[config.mk]
export PLATFORM = sky130hd
export DESIGN_NAME = pad_mux_ctrl
export DESIGN_NICKNAME = d
export VERILOG_FILES = /design/src/rtl/pad_mux_ctrl.sv
export SDC_FILE = /design/constraint.sdc
export NUM_CORES = 1
export LEC_CHECK = 0
export BUFFER_PORTS_ARGS = -buffer_cell sky130_fd_sc_hd__buf_2
export CORE_AREA = 2 2 180 182
export DETAILED_ROUTE_END_ITERATION = 8
export DIE_AREA = 0 0 182 184
export GPL_TIMING_DRIVEN = 0
export PLACE_DENSITY = 0.78
export SLEW_MARGIN = 0
export SYNTH_ARGS = -nofsm -noshare
export SYNTH_HDL_FRONTEND = slang
export SYNTH_SLANG_ARGS = --single-unit
export TNS_END_PERCENT = 50
[constraint.sdc]
create_clock -name clk -period 1.8 [get_ports clk]
set_clock_uncertainty 0.05 [all_clocks]
set_input_delay 0.09 -clock clk [delete_from_list [all_inputs] [get_ports clk]]
set_output_delay 0.09 -clock clk [all_outputs]
set_load 0.01 [all_outputs]
[src/rtl/pad_mux_ctrl.sv]
module pad_mux_ctrl #(
  parameter int NUM_PADS = 52,
  parameter int LED_PADS = 24
) (
  input  logic                clk,
  input  logic                rst_n,
  input  logic [7:0]          reg_addr,
  input  logic                reg_wr,
  input  logic [31:0]         reg_wdata,
  output logic [31:0]         reg_rdata,
  input  logic [NUM_PADS-1:0] pad_in,
  output logic [NUM_PADS-1:0] pad_out,
  output logic [NUM_PADS-1:0] pad_oe,
  input  logic [NUM_PADS-1:0] grp_out,
  input  logic [NUM_PADS-1:0] grp_oe,
  input  logic [LED_PADS-1:0] led_in,
  input  logic [NUM_PADS-1:0] alt_out,
  input  logic [NUM_PADS-1:0] alt_oe
);
  localparam int HI_PADS = NUM_PADS - 32;
  localparam logic [7:0] A_DIR_HI = 8'h00, A_DIR_LO = 8'h04;
  localparam logic [7:0] A_DAT_HI = 8'h08, A_DAT_LO = 8'h0C;
  localparam logic [7:0] A_LED = 8'h10, A_MODE = 8'h18, A_CTRL = 8'h1C, A_BASE = 8'h38;
  localparam logic [31:0] BASE_MASK = 32'h0000_03F4;

  logic [NUM_PADS-1:0] dir_q, dat_q, sync1_q, sync2_q, claim;
  logic [LED_PADS-1:0] led_q;
  logic [31:0]         mode_q, base_q;
  logic [HI_PADS-1:0]  ctrl_q;

  function automatic logic [31:0] grp_bits(int p);
    logic [31:0] m;
    m = '0;
    if ((p >= 2 && p <= 7) || (p >= 24 && p <= 31)) m[2] = 1'b1;
    if (p == 35)                                    m[4] = 1'b1;
    if (p == 8  || p == 9)                          m[5] = 1'b1;
    if (p == 10 || p == 11)                         m[6] = 1'b1;
    if (p == 12 || p == 13)                         m[7] = 1'b1;
    if (p == 24 || p == 25)                         m[8] = 1'b1;
    if (p == 26 || p == 27)                         m[9] = 1'b1;
    return m;
  endfunction

  always_ff @(posedge clk) begin
    if (!rst_n) begin
      dir_q   <= '0;
      dat_q   <= '0;
      led_q   <= '0;
      mode_q  <= '0;
      ctrl_q  <= '1;
      base_q  <= '0;
      sync1_q <= '0;
      sync2_q <= '0;
    end else begin
      sync1_q <= pad_in;
      sync2_q <= sync1_q;
      if (reg_wr) begin
        case (reg_addr)
          A_DIR_LO: dir_q[31:0]          <= reg_wdata;
          A_DIR_HI: dir_q[NUM_PADS-1:32] <= reg_wdata[HI_PADS-1:0];
          A_DAT_LO: dat_q[31:0]          <= reg_wdata;
          A_DAT_HI: dat_q[NUM_PADS-1:32] <= reg_wdata[HI_PADS-1:0];
          A_LED:    led_q                <= reg_wdata[LED_PADS-1:0];
          A_MODE:   mode_q               <= reg_wdata;
          A_CTRL:   ctrl_q               <= reg_wdata[HI_PADS-1:0];
          A_BASE:   base_q               <= reg_wdata & BASE_MASK;
          default: ;
        endcase
      end
    end
  end

  always_comb begin
    reg_rdata = '0;
    case (reg_addr)
      A_DIR_LO: reg_rdata                = dir_q[31:0];
      A_DIR_HI: reg_rdata[HI_PADS-1:0]   = dir_q[NUM_PADS-1:32];
      A_DAT_LO: reg_rdata                = sync2_q[31:0];
      A_DAT_HI: reg_rdata[HI_PADS-1:0]   = sync2_q[NUM_PADS-1:32];
      A_LED:    reg_rdata[LED_PADS-1:0]  = led_q;
      A_MODE:   reg_rdata                = mode_q;
      A_CTRL:   reg_rdata[HI_PADS-1:0]   = ctrl_q;
      A_BASE:   reg_rdata                = base_q;
      default: ;
    endcase
  end

  for (genvar p = 0; p < NUM_PADS; p++) begin : g_pad
    logic led_sel, alt_sel;
    assign claim[p] = |(base_q & grp_bits(p));
    if (p < LED_PADS) begin : g_led
      assign led_sel = led_q[p];
    end else begin : g_noled
      assign led_sel = 1'b0;
    end
    if (p < 32) begin : g_mode
      assign alt_sel = mode_q[p];
    end else begin : g_ctrl
      assign alt_sel = ~ctrl_q[p-32];
    end
    assign pad_oe[p]  = claim[p] ? grp_oe[p]  : led_sel ? 1'b1      : alt_sel ? alt_oe[p]  : dir_q[p];
    assign pad_out[p] = claim[p] ? grp_out[p] : led_sel ? led_in[p] : alt_sel ? alt_out[p] : dat_q[p];
  end
endmodule

==> metrics.yaml, run 1 <==
clocking:
  clk_path_buf_depth: 3
  clk_latency_ps: 570
  htreeDepth: 1
  cts.sinks: 291
  clk_pin_slew_ps: 60
  cts_tree: "yes"
  root_buffer: "clkbuf_16"
  numCtsBuffers: 30
power:
  switching_power_uw: 3260
  comb_power_share_pct: 7.9
  power.total_uw: 14000
  switching_share_pct: 23.4
  p_leak_uw: 0.00781
  clkPwrFrac_pct: 45.0
  ir_worst_vdd_v: 0.000666
  p_per_area_mw_per_mm2: 783
  internal_power_uw: 10700
  seqPwrFrac_pct: 47.1
floorplan:
  die_w_um: 182
  start_util_pct: 41.8
  coreArea_mm2: 0.0314
  rows: 65
  die_area_mm2: 0.0335
  pin_count: 463
  die_y_um: 184
place:
  dpl.hpwl_um: 37800
  detailedPlace.worstSlack_ps: -531
  io_buffer_count: 390
  gp_congestion: 0.916
  dpl_cell_area_mm2: 0.0156
logic_synthesis:
  ys.flop_type: "dfxtp_1"
  synth_seq_area_share_pct: 44.4
  yosysTopAreaCell: "dfxtp_1"
  synthArstFlopShare_pct: 0
  syn_inst: 1508
  synth_seq_cells: 291
  syn-cell-area_mm2: 0.0131
  yosys.area.top_type_share_pct: 44.4
  synth-edff-count: 0
  synth_area_leaders: "dfxtp_1 (44%), nand2_1 (11%), mux2i_1 (8.5%), and2_1 (5.2%), o21ai_0 (3.4%)"
  synth_cell_types: 45
  avgSynthCellArea_um2: 8.70
  synth_nets: 1835
  synth_warnings: 0
run_status:
  violations: "setup timing"
  outcome: "finished with violations"
finish:
  fillCellCount: 2727
  post-route-util_pct: 56.8
  nNetsFinal: 2342
  stdcell_area_mm2: 0.0178
  drive_gt1_share_pct: 31.4
  area_delta_synth_final_pct: 36.0
critical_path:
  crit_type: "flop to output port"
  crit_path_end_kind: "output port"
  start_kind: "flop"
  crit_fanout: 1
  required_ps: 1660
  crit_arrival_ps: 1780
  r2r-start: "base_q[5]"
  setup.worst_path.start: "sync2_q[9]"
min_path:
  holdCritStartpoint: "rst_n"
  hold_path_class: "primary input to flop"
timing:
  rsz0062_at_grt: "true"
  worstMarginPinSlew_ps: 823
  finalSetupViolCount: 4
  fin_crit_ps: 1920
  relSlewSlack_pct: 45.2
  layout_setup_ws_ps: -118
  fmax_mhz: 521
  finalCritPeriodShare_pct: 107
  hold_viol_final: 0
  slew_violations: 0
global_routing:
  grt_pass1_vias: 13000
  grt_max_degree: 16
  antenna_found_initial: 7
  track_usage_pct: 29.7
  grt_pass1_wl_um: 75700
  grt_overflow: 0
route:
  totalWireLength_um: 51300
  initialDrtViolationCount: 904
  ant_nets: 0
  wl_per_cell_um: 21.0
  vias_per_cell: 5.36
  detail_route.first_pass.iterations: 5
  drc: 0
  num_vias: 13100
flow_run:
  max-cap-violations: 0
## layout by cell type (no fill, tap or decap), drive strengths merged, types with 12 or more instances in the layout
cell	instances
dfxtp	291
o21ai	88
a22oi	19
dlygate4sd3	84
buf	444
nand2	377
clkbuf	98
a22o	19
a21boi	108
clkinv	13
nor2	17
mux2	39
a211oi	12
a21oi	13
nor2b	54
a211o	12
mux2i	111
nand3	59
and2	108
## area by class of cell
type	instances	area (µm²)	share of cell area, %
clock buffers	36	803	4.50
flip-flops and latches	291	5900	33.1
repair buffers	484	2870	16.1
diodes	7	17.5	0.0982
well taps	402	503	2.82
multi-input cells	1102	6990	39.2
plain buffers	106	561	3.14
clock inverters	19	193	1.08
## synthesized netlist by cell type, types with 2 or more instances
| cell | number |
|---|---|
| nand2_1 | 377 |
| mux2_2 | 39 |
| and4_1 | 2 |
| o221ai_1 | 7 |
| o21ai_0 | 88 |
| mux2i_1 | 111 |
| clkbuf_1 | 68 |
| o211ai_1 | 7 |
| buf_2 | 37 |
| nor3_1 | 3 |
| buf_6 | 4 |
| o2bb2ai_1 | 7 |
| a21boi_2 | 13 |
| nand3_1 | 59 |
| or2_2 | 2 |
| and2_1 | 108 |
| a221o_1 | 7 |
| o22ai_1 | 6 |
| a22oi_1 | 19 |
| and3_1 | 6 |
| a2bb2oi_1 | 7 |
| nor2b_1 | 54 |
| nor2_1 | 17 |
| a211oi_1 | 12 |
| a21boi_0 | 58 |
| a21boi_1 | 37 |
| buf_1 | 2 |
| clkbuf_2 | 3 |
| a211o_1 | 12 |
| a21oi_1 | 13 |
| dfxtp_1 | 291 |
| a22o_1 | 19 |
## final timing paths
kind,to,slack (ps),depth (start not counted)
worst min-delay path,led_q[11],170,3
worst max register to register,base_q[5],820,3
worst min register to register,sync2_q[27],380,1
worst max-delay path,reg_rdata[9],-120,5
## through the flow
stage	hold WS [ps]	std cells	TNS (ps)
3_5_place_dp	250	2301	-29210
2_1_floorplan	164	1508	0
5_1_grt	210	2447	-565
4_1_cts	147	2435	-198
3_3_place_gp	249	2300	-32050
6_report	165	2447	-190
## what timing repair did
item / 4_1_cts / 5_1_grt
pin swaps: 7 / 21
endpoints found under the setup margin: 68 / 49
buffers inserted: 4 / 5
resized for setup: 72 / 61
hold buffers: 84 / 0
hold endpoints to repair: 239 / 0
## power groups by stage
stage	sequential (µW)	clock (µW)	combinational, µW
6_report	6580	6280	1100
5_1_grt	6590	6560	1170
2_1_floorplan	6720	0	358
4_1_cts	6590	6300	1060
3_5_place_dp	6730	0	888
3_3_place_gp	6730	0	875
## worst max-delay path, stage by stage (launching register included)
cell	delay, ps
dfxtp_1	310
mux2i_1	210
o2bb2ai_1	110
a2bb2oi_2	270
o211ai_1	150
buf_2	170
## layer usage
metal / share of wire (%) / vias to the layer above / track usage [%]
met1: 40 / 6171 / 36.4
met3: 7.0 / 125 / 4.12
met4: 4.2 / 0 / 13.1
met2: 48 / 641 / 52.1
met5: 0 / - / 0
li1: - / 6174 / -
## state kept, by name, indices dropped and copies added (netlist names)
signal,count
base_q,7
ctrl_q,20
dat_q,52
dir_q,52
led_q,24
mode_q,32
sync1_q,52
sync2_q,52
## cells by family after synthesis
logic type / synth area share, %
flip-flops: 44.4
multiplexers: 11.8
buffers and inverters: 3.93
AND/OR/NAND/NOR: 22.9
AO/OA/AOI/OAI: 16.9
Note: power is estimated with default switching activity, not from simulation.
==> run 2: changes to the inputs <==
Settings changed: CORE_AREA 2 2 180 182 to unset, CORE_MARGIN set to 2, CORE_UTILIZATION set to 33, DIE_AREA 0 0 182 184 to unset, PLACE_DENSITY 0.78 to 0.66, RECOVER_POWER set to 25.
==> run 2 against run 1 <==
Against the previous run: the flow still finishes with violations (setup timing); combinational power hardly changed; worst setup slack better by 100 ps; largest cell class unchanged; clock-buffer cell count is 17 higher; total power is 4.2% higher; die area is 23% higher; first-iteration DRC count is 1.4% higher; non-clock buffer count stayed put; worst hold slack better by 75 ps.
==> metrics.yaml, run 2 (same netlist as run 1, synthesis figures left out) <==
finish:
  nNetsFinal: 2347  # was 2342
  seq_area_mm2: 0.00587  # was 0.00590 mm²
  final_common_cell: "buf_2"  # unchanged
  fillCellCount: 3822  # was 2727
  drive_gt1_share_pct: 30.4  # was 31.4%
  multi_input_area_mm2: 0.00697  # was 0.00699 mm²
  layout_common_cells: "buf_2 (420), nand2_1 (376), dfxtp_1 (268)"  # was buf_2 (417), nand2_1 (376), dfxtp_1 (251)
  area_delta_synth_final_pct: 37.8  # was 36.0%
critical_path:
  crit_path_end_kind: "output port"  # unchanged
  path_cells: "buf_2 > buf_4 > buf_6 > mux2i_1 > o2bb2ai_1 > a2bb2oi_2 > o211ai_1 > buf_2"  # was mux2i_1 > o2bb2ai_1 > a2bb2oi_2 > o211ai_1 > buf_2
  crit_family: "buffers and inverters"  # was compound AO/OA/AOI/OAI gates
  crit_arrival_ps: 1670  # was 1780 ps
  worstPathBufferInverterCount: 4  # was 1
  crit_type: "primary input to output port"  # was flop to output port
  crit_fanout: 10  # was 1
  required_ps: 1660  # about the same
  slowest_stage: "mux2i_1"  # was dfxtp_1
  start_kind: "primary input"  # was flop
  cp_common_cell: "buf_2"
  max_stage_delay_ps: 270  # was 310 ps
floorplan:
  coreArea_mm2: 0.0395  # was 0.0314 mm²
  pin_count: 463  # unchanged
  die_y_um: 203  # was 184 µm
  rows: 73  # was 65
  die_w_um: 203  # was 182 µm
  die_area_mm2: 0.0413  # was 0.0335 mm²
  start_util_pct: 33.2  # was 41.8%
timing:
  slew_violations: 0  # unchanged
  fmax_mhz: 551  # was 521 MHz
  relSlewSlack_pct: 48.7  # was 45.2%
  hold_ws_ps: 240  # was 165 ps
  hold_viol_final: 0  # unchanged
  finalSetupViolCount: 3  # was 4
  rsz0062_at_grt: "true"  # unchanged
  fin_crit_ps: 1810  # was 1920 ps
  finalCritPeriodShare_pct: 101  # was 107%
  worstMarginPinSlew_ps: 769  # was 823 ps
  layout_setup_ws_ps: -14.8  # was -118 ps
global_routing:
  use_met2_pct: 41.9  # was 52.1%
  grt_pass1_vias: 12700  # was 13000
  track_usage_pct: 24.6  # was 29.7%
  grt_pass1_wl_um: 75900  # was 75700 µm
  grt_use_met1_pct: 30.4  # was 36.4%
  antenna_found_initial: 9  # was 7
  grt_max_degree: 13  # was 16
  grt_use_met3_pct: 4.25  # was 4.12%
  grt-busiest-layer: "met2"  # unchanged
  grt_overflow: 0  # unchanged
clocking:
  clk_latency_ps: 520  # was 570 ps
  cts.sinks: 291  # unchanged
  clk_pin_slew_ps: 50  # was 60 ps
  root_buffer: "clkbuf_16"  # unchanged
  cts_tree: "yes"  # unchanged
  numCtsBuffers: 35  # was 30
  htreeDepth: 2  # was 1
  clk_path_buf_depth: 3  # unchanged
place:
  io_buffer_count: 390  # unchanged
  dpl.hpwl_um: 40300  # was 37800 µm
  gp_congestion: 0.912  # was 0.916
power:
  p_per_area_mw_per_mm2: 805  # was 783 mW/mm²
  power.total_uw: 14500  # was 14000 µW
  ir_worst_vdd_v: 0.000626  # was 0.000666 V
  p_leak_uw: 0.00788  # was 0.00781 µW
flow_run:
  max-cap-violations: 0  # unchanged
route:
  detail_route.first_pass.iterations: 6  # was 5
  wl_per_cell_um: 20.6  # was 21.0 µm
  vias_per_cell: 5.09  # was 5.36
  initialDrtViolationCount: 917  # was 904
  ant_nets: 0  # unchanged
  num_vias: 13100  # about the same
  totalWireLength_um: 52900  # was 51300 µm
  drc: 0  # unchanged
min_path:
  hold_path_class: "primary input to flop"  # unchanged
run_status:
  outcome: "finished with violations"  # unchanged
  violations: "setup timing"  # unchanged
==> run 2: changes by cell type in the layout (fill, tap and decap cells not counted), sizes merged <==
cell / before / now
buf: 444 / 445
bufinv: 3 / 0
clkbuf: 98 / 114
clkinv: 13 / 4
clkinvlp: 3 / 1
==> run 2: cell type report <==
cell class	count	area share, %
clock buffer	53	6.06
sequential	291	32.5
antenna	7	0.0969
timing repair buffer	484	15.9
clock inverter	5	0.173
multi-input combinational	1102	38.6
tap	525	3.63
buffer	106	3.14
==> run 2: through the flow <==
| stage | area (µm²) | setup WS, ps | setup TNS (ps) | utilization [%] | cells |
|---|---|---|---|---|---|
| final | 18100 | -14.8 | -27.0 | 45.8 | 2573 |
| after global routing | 18100 | -76.7 | -190 | 45.8 | 2572 |
| after CTS | 17900 | -66.3 | -207 | 45.4 | 2564 |
| after detailed placement | 15700 | -712 | -23410 | 39.8 | 2423 |
| after global placement | 15700 | -653 | -17910 | 39.8 | 2423 |
| after floorplan | 13100 | 302 | 0 | - | 1508 |
==> run 2: final timing paths <==
path               startpoint            to  slack, ps  cells after the start
setup / recovery  reg_addr[2]  reg_rdata[5]        -10                      8
hold / removal          rst_n     led_q[11]        240                      3
setup reg to reg    base_q[7]     base_q[7]        700                      2
hold reg to reg   sync1_q[15]   sync2_q[15]        380                      1
==> run 2: report_power, final <==
group	internal, µW	total, µW	switching, µW
sequential	6550	6590	35.9
clock	4170	6860	2680
combinational	545	1100	559
==> run 2: repair_timing <==
item | 4_1_cts | 5_1_grt
setup buffers | 8 | 2
pin swaps | 8 | 6
endpoints found under the hold margin | 239 | 0
endpoints found under the setup margin | 68 | 40
hold buffers | 84 | 0
resized for setup | 63 | 45
==> run 2: metal layers <==
layer  vias up  share of wire (%)
met3       126                7.4
li1       6182                  -
met5         -              0.081
met2       606                 47
met1      6164                 41
met4         6                4.2
==> run 2: worst reg2reg max path, delay by kind of cell, from the launching register on <==
family / cells / cell delay [ps]
flops: 1 / 700
mux: 1 / 160
simple gates: 1 / 130
